## config.mk

```make
export PLATFORM = sky130hd
export DESIGN_NAME = mov_stream_decoder
export DESIGN_NICKNAME = d
export VERILOG_FILES = /design/src/rtl/mvd_pkg.sv /design/src/rtl/mvd_opclass.sv /design/src/rtl/mvd_addr_len.sv /design/src/rtl/mvd_sreg_check.sv /design/src/rtl/mov_stream_decoder.sv
export SDC_FILE = /design/constraint.sdc
export NUM_CORES = 1
export LEC_CHECK = 0
export ABC_CLOCK_PERIOD_IN_PS = 7800
export BUFFER_PORTS_ARGS = -buffer_cell sky130_fd_sc_hd__buf_4
export CORE_MARGIN = 4
export CORE_UTILIZATION = 59
export CTS_CLUSTER_SIZE = 16
export DETAILED_ROUTE_END_ITERATION = 12
export PLACE_DENSITY = 0.85
export SLEW_MARGIN = 20
export SYNTH_ARGS = -nofsm -noshare
export SYNTH_HDL_FRONTEND = slang
export SYNTH_HIERARCHICAL = 1
export SYNTH_SLANG_ARGS = --single-unit
```

## constraint.sdc

```tcl
create_clock -name clk -period 7.8 [get_ports clk]
set_clock_uncertainty 0.15 [all_clocks]
set_input_delay 0 -clock clk [delete_from_list [all_inputs] [get_ports clk]]
set_output_delay 0 -clock clk [all_outputs]
set_load 0.005 [all_outputs]
```

## src/rtl/mvd_pkg.sv

```systemverilog
package mvd_pkg;

   localparam logic [7:0] OPSIZE_PREFIX = 8'h66;
   localparam logic [7:0] ESCAPE_BYTE   = 8'h0F;

   typedef enum logic [2:0] {
      FORM_RM, FORM_IMM_REG, FORM_IMM_RM, FORM_ACC,
      FORM_SEG, FORM_CTRL, FORM_DEBUG, FORM_TEST
   } mvd_form_e;

   typedef enum logic [1:0] {SZ_8 = 2'd0, SZ_16 = 2'd1, SZ_32 = 2'd2} mvd_size_e;

   typedef enum logic [2:0] {
      ST_PFX, ST_ESC, ST_MODRM, ST_SIB, ST_DISP, ST_IMM
   } mvd_state_e;

   typedef struct packed {
      logic      legal;
      mvd_form_e form;
      logic      dir;
      mvd_size_e size;
      logic      modrm;
      logic [2:0] reg_no;
      logic [2:0] imm_len;
      logic [2:0] offs_len;
      logic      seg_store;
   } mvd_op_t;

endpackage

```

## src/rtl/mvd_opclass.sv

```systemverilog
module mvd_opclass
   import mvd_pkg::*;
(
   input  logic [7:0] op,
   input  logic       escaped,
   input  logic       op32,
   input  logic       addr32,
   output mvd_op_t    info
);
   mvd_size_e  full_sz;
   logic [2:0] word_len;
   logic [2:0] addr_len;

   assign full_sz  = op32 ? SZ_32 : SZ_16;
   assign word_len = op32 ? 3'd4 : 3'd2;
   assign addr_len = addr32 ? 3'd4 : 3'd2;

   always_comb begin
      info = '0;
      if (escaped) begin
         info.size  = SZ_32;
         info.modrm = 1'b1;
         info.legal = 1'b1;
         info.dir   = op[1];
         case (op)
            8'h20, 8'h22: info.form = FORM_CTRL;
            8'h21, 8'h23: info.form = FORM_DEBUG;
            8'h24, 8'h26: info.form = FORM_TEST;
            default:      info.legal = 1'b0;
         endcase
      end else begin
         casez (op)
            8'b1000_10??: begin
               info.legal = 1'b1;
               info.form  = FORM_RM;
               info.modrm = 1'b1;
               info.dir   = op[1];
               info.size  = op[0] ? full_sz : SZ_8;
            end
            8'b1011_????: begin
               info.legal   = 1'b1;
               info.form    = FORM_IMM_REG;
               info.dir     = 1'b1;
               info.reg_no  = op[2:0];
               info.size    = op[3] ? full_sz : SZ_8;
               info.imm_len = op[3] ? word_len : 3'd1;
            end
            8'b1100_011?: begin
               info.legal   = 1'b1;
               info.form    = FORM_IMM_RM;
               info.modrm   = 1'b1;
               info.size    = op[0] ? full_sz : SZ_8;
               info.imm_len = op[0] ? word_len : 3'd1;
            end
            8'b1010_00??: begin
               info.legal    = 1'b1;
               info.form     = FORM_ACC;
               info.dir      = ~op[1];
               info.size     = op[0] ? full_sz : SZ_8;
               info.offs_len = addr_len;
            end
            8'h8C, 8'h8E: begin
               info.legal     = 1'b1;
               info.form      = FORM_SEG;
               info.modrm     = 1'b1;
               info.dir       = op[1];
               info.size      = full_sz;
               info.seg_store = ~op[1];
            end
            default: info.legal = 1'b0;
         endcase
      end
   end
endmodule

```

## src/rtl/mvd_addr_len.sv

```systemverilog
module mvd_addr_len (
   input  logic [1:0] md,
   input  logic [2:0] rm,
   input  logic [2:0] sib_base,
   input  logic       addr32,
   output logic       has_sib,
   output logic [2:0] disp_len
);
   always_comb begin
      has_sib  = 1'b0;
      disp_len = 3'd0;
      if (md != 2'b11) begin
         if (addr32) begin
            has_sib = (rm == 3'b100);
            case (md)
               2'b00:   disp_len = (rm == 3'b101 || (rm == 3'b100 && sib_base == 3'b101)) ? 3'd4 : 3'd0;
               2'b01:   disp_len = 3'd1;
               default: disp_len = 3'd4;
            endcase
         end else begin
            case (md)
               2'b00:   disp_len = (rm == 3'b110) ? 3'd2 : 3'd0;
               2'b01:   disp_len = 3'd1;
               default: disp_len = 3'd2;
            endcase
         end
      end
   end
endmodule

```

## src/rtl/mvd_sreg_check.sv

```systemverilog
module mvd_sreg_check
   import mvd_pkg::*;
#(
   parameter bit ALLOW_TEST_REGS = 1'b1
) (
   input  mvd_form_e  form,
   input  logic [2:0] reg_no,
   output logic       ok
);
   logic test_ok;

   generate
      if (ALLOW_TEST_REGS) begin : g_test_on
         assign test_ok = (reg_no >= 3'd3);
      end else begin : g_test_off
         assign test_ok = 1'b0;
      end
   endgenerate

   always_comb begin
      case (form)
         FORM_CTRL:  ok = (reg_no == 3'd0) || (reg_no == 3'd2) || (reg_no == 3'd3) || (reg_no == 3'd4);
         FORM_DEBUG: ok = (reg_no != 3'd4) && (reg_no != 3'd5);
         FORM_TEST:  ok = test_ok;
         default:    ok = 1'b1;
      endcase
   end
endmodule

```

## src/rtl/mov_stream_decoder.sv

```systemverilog
module mov_stream_decoder
   import mvd_pkg::*;
#(
   parameter int unsigned FIELD_BYTES     = 4,
   parameter bit          ALLOW_TEST_REGS = 1'b1
) (
   input  logic        clk,
   input  logic        rst_n,
   input  logic        mode32,
   input  logic        addr32,
   input  logic        in_valid,
   input  logic [7:0]  in_byte,
   output logic        in_ready,
   output logic        out_valid,
   output logic        out_illegal,
   output logic [2:0]  out_form,
   output logic        out_dir,
   output logic [1:0]  out_size,
   output logic [2:0]  out_reg,
   output logic [1:0]  out_mod,
   output logic [2:0]  out_rm,
   output logic        out_has_sib,
   output logic [7:0]  out_sib,
   output logic [31:0] out_disp,
   output logic [31:0] out_imm,
   output logic        out_upper_undef
);
   localparam int unsigned FIELD_W = 8 * FIELD_BYTES;

   initial begin : chk_params
      assert (FIELD_BYTES == 4) else $fatal(1, "FIELD_BYTES must be 4");
   end

   mvd_state_e state_q, nxt_state;
   mvd_form_e  form_q;
   mvd_size_e  size_q;
   logic       pfx_q, dir_q, illegal_q, valid_q, undef_q, has_sib_q, seg_store_q;
   logic [2:0] reg_q, rm_q, imm_len_q, len_q, nxt_len, cnt_q;
   logic [1:0] mod_q;
   logic [7:0] sib_q;
   logic [FIELD_W-1:0] disp_q, imm_q;

   logic    accept, emit, bad, last, opc_load, special, modrm_bad, sreg_ok;
   logic    a_has_sib;
   logic [2:0] a_len;
   logic [1:0] a_md;
   logic [2:0] a_rm;
   mvd_op_t info;

   assign in_ready = ~valid_q;
   assign accept   = in_valid & in_ready;
   assign last     = (cnt_q + 3'd1 == len_q);
   assign special  = (form_q == FORM_CTRL) || (form_q == FORM_DEBUG) || (form_q == FORM_TEST);

   mvd_opclass u_opclass (
      .op      (in_byte),
      .escaped (state_q == ST_ESC),
      .op32    (mode32 ^ pfx_q),
      .addr32  (addr32),
      .info    (info)
   );

   assign a_md = (state_q == ST_SIB) ? mod_q : in_byte[7:6];
   assign a_rm = (state_q == ST_SIB) ? rm_q  : in_byte[2:0];

   mvd_addr_len u_addr_len (
      .md       (a_md),
      .rm       (a_rm),
      .sib_base (in_byte[2:0]),
      .addr32   (addr32),
      .has_sib  (a_has_sib),
      .disp_len (a_len)
   );

   mvd_sreg_check #(.ALLOW_TEST_REGS(ALLOW_TEST_REGS)) u_sreg_check (
      .form   (form_q),
      .reg_no (in_byte[5:3]),
      .ok     (sreg_ok)
   );

   assign modrm_bad = ((form_q == FORM_IMM_RM) && (in_byte[5:3] != 3'd0))
                    || ((form_q == FORM_SEG) && dir_q && (in_byte[5:3] == 3'd1))
                    || (special && !sreg_ok);

   assign opc_load = accept && info.legal
                   && ((state_q == ST_ESC)
                       || ((state_q == ST_PFX) && (in_byte != OPSIZE_PREFIX) && (in_byte != ESCAPE_BYTE)));

   // next-state selection
   always_comb begin
      nxt_state = state_q;
      nxt_len   = len_q;
      emit      = 1'b0;
      bad       = 1'b0;
      if (accept) begin
         case (state_q)
            ST_PFX, ST_ESC: begin
               if (state_q == ST_PFX && in_byte == OPSIZE_PREFIX) begin
                  nxt_state = ST_PFX;
               end else if (state_q == ST_PFX && in_byte == ESCAPE_BYTE) begin
                  nxt_state = ST_ESC;
               end else if (!info.legal) begin
                  emit = 1'b1;
                  bad  = 1'b1;
               end else if (info.modrm) begin
                  nxt_state = ST_MODRM;
               end else if (info.form == FORM_ACC) begin
                  nxt_state = ST_DISP;
                  nxt_len   = info.offs_len;
               end else begin
                  nxt_state = ST_IMM;
                  nxt_len   = info.imm_len;
               end
            end
            ST_MODRM, ST_SIB: begin
               if (state_q == ST_MODRM && modrm_bad) begin
                  emit = 1'b1;
                  bad  = 1'b1;
               end else if (state_q == ST_MODRM && special) begin
                  emit = 1'b1;
               end else if (state_q == ST_MODRM && a_has_sib) begin
                  nxt_state = ST_SIB;
               end else if (a_len != 3'd0) begin
                  nxt_state = ST_DISP;
                  nxt_len   = a_len;
               end else if (imm_len_q != 3'd0) begin
                  nxt_state = ST_IMM;
                  nxt_len   = imm_len_q;
               end else begin
                  emit = 1'b1;
               end
            end
            ST_DISP: begin
               if (last) begin
                  if (imm_len_q != 3'd0) begin
                     nxt_state = ST_IMM;
                     nxt_len   = imm_len_q;
                  end else begin
                     emit = 1'b1;
                  end
               end
            end
            default: begin
               if (last) emit = 1'b1;
            end
         endcase
         if (emit) nxt_state = ST_PFX;
      end
   end

   always_ff @(posedge clk or negedge rst_n) begin
      if (!rst_n) begin
         state_q     <= ST_PFX;
         pfx_q       <= 1'b0;
         valid_q     <= 1'b0;
         illegal_q   <= 1'b0;
         form_q      <= FORM_RM;
         size_q      <= SZ_8;
         dir_q       <= 1'b0;
         seg_store_q <= 1'b0;
         reg_q       <= '0;
         mod_q       <= '0;
         rm_q        <= '0;
         sib_q       <= '0;
         has_sib_q   <= 1'b0;
         undef_q     <= 1'b0;
         imm_len_q   <= '0;
         len_q       <= '0;
         cnt_q       <= '0;
         disp_q      <= '0;
         imm_q       <= '0;
      end else begin
         state_q <= nxt_state;
         len_q   <= nxt_len;
         valid_q <= emit;
         if (emit) begin
            illegal_q <= bad;
            pfx_q     <= 1'b0;
         end else if (accept && state_q == ST_PFX && in_byte == OPSIZE_PREFIX) begin
            pfx_q <= 1'b1;
         end
         if (opc_load) begin
            form_q      <= info.form;
            size_q      <= info.size;
            dir_q       <= info.dir;
            seg_store_q <= info.seg_store;
            reg_q       <= info.reg_no;
            imm_len_q   <= info.imm_len;
            mod_q       <= '0;
            rm_q        <= '0;
            sib_q       <= '0;
            has_sib_q   <= 1'b0;
            undef_q     <= 1'b0;
            disp_q      <= '0;
            imm_q       <= '0;
         end
         if (accept) begin
            case (state_q)
               ST_MODRM: begin
                  mod_q   <= in_byte[7:6];
                  reg_q   <= in_byte[5:3];
                  rm_q    <= in_byte[2:0];
                  undef_q <= seg_store_q && (size_q == SZ_32) && (in_byte[7:6] == 2'b11);
               end
               ST_SIB: begin
                  sib_q     <= in_byte;
                  has_sib_q <= 1'b1;
               end
               ST_DISP: begin
                  disp_q[{cnt_q[1:0], 3'b000} +: 8] <= in_byte;
                  cnt_q <= last ? 3'd0 : cnt_q + 3'd1;
               end
               ST_IMM: begin
                  imm_q[{cnt_q[1:0], 3'b000} +: 8] <= in_byte;
                  cnt_q <= last ? 3'd0 : cnt_q + 3'd1;
               end
               default: ;
            endcase
         end
      end
   end

   assign out_valid       = valid_q;
   assign out_illegal     = illegal_q;
   assign out_form        = form_q;
   assign out_dir         = dir_q;
   assign out_size        = size_q;
   assign out_reg         = reg_q;
   assign out_mod         = mod_q;
   assign out_rm          = rm_q;
   assign out_has_sib     = has_sib_q;
   assign out_sib         = sib_q;
   assign out_disp        = disp_q;
   assign out_imm         = imm_q;
   assign out_upper_undef = undef_q;

   AST_ONE_CYCLE_RECORD: assert property (@(posedge clk) disable iff (!rst_n)
      valid_q |=> !valid_q);
   AST_RECORD_AFTER_BYTE: assert property (@(posedge clk) disable iff (!rst_n)
      valid_q |-> $past(accept));
   AST_SHORT_IMM_ZEXT: assert property (@(posedge clk) disable iff (!rst_n)
      (valid_q && !illegal_q && form_q == FORM_IMM_REG && size_q == SZ_8) |-> (imm_q[31:8] == 24'd0));
   AST_IMMRM_REG_ZERO: assert property (@(posedge clk) disable iff (!rst_n)
      (valid_q && !illegal_q && form_q == FORM_IMM_RM) |-> (reg_q == 3'd0));
   AST_UNDEF_SCOPE: assert property (@(posedge clk) disable iff (!rst_n)
      (valid_q && undef_q) |-> (form_q == FORM_SEG && size_q == SZ_32 && !dir_q && mod_q == 2'b11));
   AST_CS_NEVER_DEST: assert property (@(posedge clk) disable iff (!rst_n)
      (valid_q && !illegal_q && form_q == FORM_SEG && dir_q) |-> (reg_q != 3'd1));
   AST_SPECIAL_WIDE: assert property (@(posedge clk) disable iff (!rst_n)
      (valid_q && !illegal_q && special) |-> (size_q == SZ_32 && disp_q == '0));
   AST_BACK_TO_PREFIX: assert property (@(posedge clk) disable iff (!rst_n)
      valid_q |-> (state_q == ST_PFX && !pfx_q));
endmodule

```

==> results.toml <==
[run_status]
outcome = "complete, no violations"

[clocking]
cts_setup_buffers = 0
clk_pin_slew_ps = 100
cts_tree = "done"
clock_latency_ps = 360
h-tree-depth = 3
cts_resized = 0
hold_buffers = 10
root_buffer = "clkbuf_8"
cts_sinks = 104
clockBufferDepth = 2
numCtsBuffers = 9

[floorplan]
ios = 104
chipHeight_um = 101.7
initial_core_util_pct = 61.85
core_area_um2 = 8382
core.rowCount = 33
die_x_um = 101.7
die-area_um2 = 10350

[worst_setup_path]
crit_type = "reg2reg"
path_delay_family = "simple AND/OR/NAND/NOR gates"
cp.required_ps = 7910
cp_common_cell = "buf_4"
crit_buf_inv = 3
crit_cells = 10
cp_data_arrival_time_ps = 3750
max_stage_delay_ps = 740
cpMaxStageDelayCell = "dfrtp_1"
reg2reg_depth = 10
start_kind = "flop"
crit_path_cell_trace = "inv_1, nor3_1, buf_4, nand4b_2, o211ai_1, nand2_1, nor3_2, buf_4, a31oi_1, a22o_1"
end_kind = "flop"
critPathMaxFanout = 17

[logic_synthesis]
synth-edff-count = 0
postSynthAreaPerCell_um2 = 10.05
async_flop_share_pct = 100.0
yosysWarnings = 6
synth.distinct_cells = 63
synth-seq-cells = 104
syn_nets = 533
seq_area_frac_synth_pct = 50.21
syn_area_um2 = 5184
ys_dominant_reg_cell = "dfrtp_1"
syn_inst = 516

[global_routing]
grt_max_degree = 82
antenna_found_initial = 0
gr-total-overflow = 0
grt_pass1_vias = 4443
track_usage_pct = 29.38
grt_pass1_wl_um = 23550

[timing]
setup_viol_count_final = 0
final.setup.tns_ps = 0
min_period_ps = 3638
hold_viol_final = 0
rsz0062_at_grt = "no"
period_share_pct = 46.64
fmax_mhz = 274.9
fin_hold_ws_ps = 43.16
worst_pin_slew_ps = 992.9
slew_headroom_pct = 33.30
slew_violations = 0

[power_and_ir_drop]
p_leak_nw = 3.060
ir_drop_uv = 186.6
power_density_nw_per_um2 = 290.6

[drt]
ant_nets = 0
drt-pass1-iter-count = 5
wl_per_cell_um = 20.11
finalWirelength_um = 14640
drt_iter0_drc = 411
drc = 0
via_per_inst = 6.441
dr_total_vias = 4689

[hold_path]
min_path_cells = 5
hp-class = "in2reg"

[cells_and_area]
postLayoutCoreUtil_pct = 75.06
drive_above_1_share_pct = 23.43
multi_input_area_um2 = 2435
finalNonFillerCells = 728
fill_cells = 600
seqCellArea_um2 = 2603
nets = 635
antenna_cells = 0
area.growth.synth_to_final_pct = 21.36

[placed_design]
post-dp-hpwl_um = 9927
io_buffers = 103
globalplace.congestion = 1.062
dp.cells = 702

[run]
max-cap-violations = 0
[metrics by stage]
stage | setup slack [ps] | total power, W | cell area [um^2]
6_report | 4162 | 0.001828 | 6291
5_1_grt | 3945 | 0.001935 | 6291
4_1_cts | 4268 | 0.001825 | 6296
3_5_place_dp | 4299 | 0.001489 | 6002
3_3_place_gp | 4364 | 0.001470 | 6002
2_1_floorplan | 4682 | 0.001150 | 5184
[cells in the mapped netlist, types with 3 or more instances]
cell,number,area share (%)
nand2_1,91,6.6
nand4bb_1,4,0.87
a211oi_1,4,0.58
and4b_1,3,0.58
ha_1,4,0.97
nor3b_1,4,0.58
inv_1,10,0.72
o221ai_1,3,0.51
a31oi_1,5,0.60
a22o_1,62,10
nand2b_1,10,1.2
nand3b_1,5,0.72
mux2i_1,4,0.77
nor2b_1,5,0.60
nand3_1,7,0.68
or3_1,4,0.48
clkbuf_1,16,1.2
nor2_1,35,2.5
nand4_1,4,0.48
o31ai_1,5,0.72
and3_1,7,0.84
nand4b_1,3,0.51
o41ai_1,3,0.51
dfrtp_1,104,50
buf_2,4,0.39
nor3_1,8,0.77
o21ai_0,25,2.4
xor2_1,3,0.51
o21ai_1,5,0.48
a21oi_1,21,2.0
mux2_2,8,1.7
[area by class of cell]
cell class                      instances  share of cell area, %
Clock buffer                           10                  2.188
Timing Repair Buffer                  116                  14.16
Multi-Input combinational cell        377                  38.70
Tap cell                              105                  2.088
Clock inverter                          6                 0.8950
Sequential cell                       104                  41.37
Inverter                               10                 0.5967
[worst paths after layout]
kind                            slack (ps)   startpoint           end
worst max-delay path                  4160   state_q[0]   out_imm[18]
worst min-delay path                    40       mode32  imm_len_q[2]
worst max register to register        4160   state_q[0]   out_imm[18]
worst min register to register         350  out_imm[17]   out_imm[17]
max in group asynchronous             6580        rst_n     out_rm[2]
min in group asynchronous              100        rst_n    state_q[1]
[cells in the final DEF (no fill, tap or decap), types with 8 or more instances in the layout]
| cell | synthesis | routed |
|---|---|---|
| mux2_2 | 8 | 8 |
| nand2_1 | 91 | 91 |
| a21oi_1 | 21 | 21 |
| dfrtp_1 | 104 | 104 |
| dlygate4sd3_1 | 0 | 9 |
| nand2b_1 | 10 | 10 |
| inv_1 | 10 | 10 |
| nor2_1 | 35 | 35 |
| a22o_1 | 62 | 62 |
| clkbuf_8 | 0 | 10 |
| buf_4 | 2 | 106 |
| o21ai_0 | 25 | 25 |
[metal layers]
layer  track usage (%)  up-vias  part of all wire (%)
met5                 0        -                     0
met4             10.12        0                   2.0
met3             5.785       33                   8.3
met2             45.27      251                    47
met1             41.83     2301                    42
li1                  -     2104                     -
[power breakdown]
part	total [W]	internal, W	switching (W)	leakage [nW]
Combinational	0.000682	0.000353	0.000329	1.54
Sequential	0.000814	0.000686	0.000128	1.42
Clock	0.000332	0.000133	0.000199	0.0977
[cell families (layout without fill, tap and decap cells)]
| family | count (synthesis) | count (layout) | share of synthesized area, % |
|---|---|---|---|
| simple gates | 202 | 202 | 20.08 |
| compound gates | 152 | 152 | 21.89 |
| xor+xnor | 5 | 5 | 1.135 |
| fa+ha+maj | 4 | 4 | 0.9655 |
| other cells | 1 | 1 | 0.07234 |
| buf+inv | 35 | 142 | 2.921 |
| flops | 104 | 104 | 50.21 |
| mux | 13 | 13 | 2.728 |
[worst min-delay path, stage by stage]
cell and delay [ps]:
buf_4 90, xor2_1 150, nor3b_2 200, nand2_1 60
nand2_1 40
No activity file was read; power rests on OpenSTA's default activity.
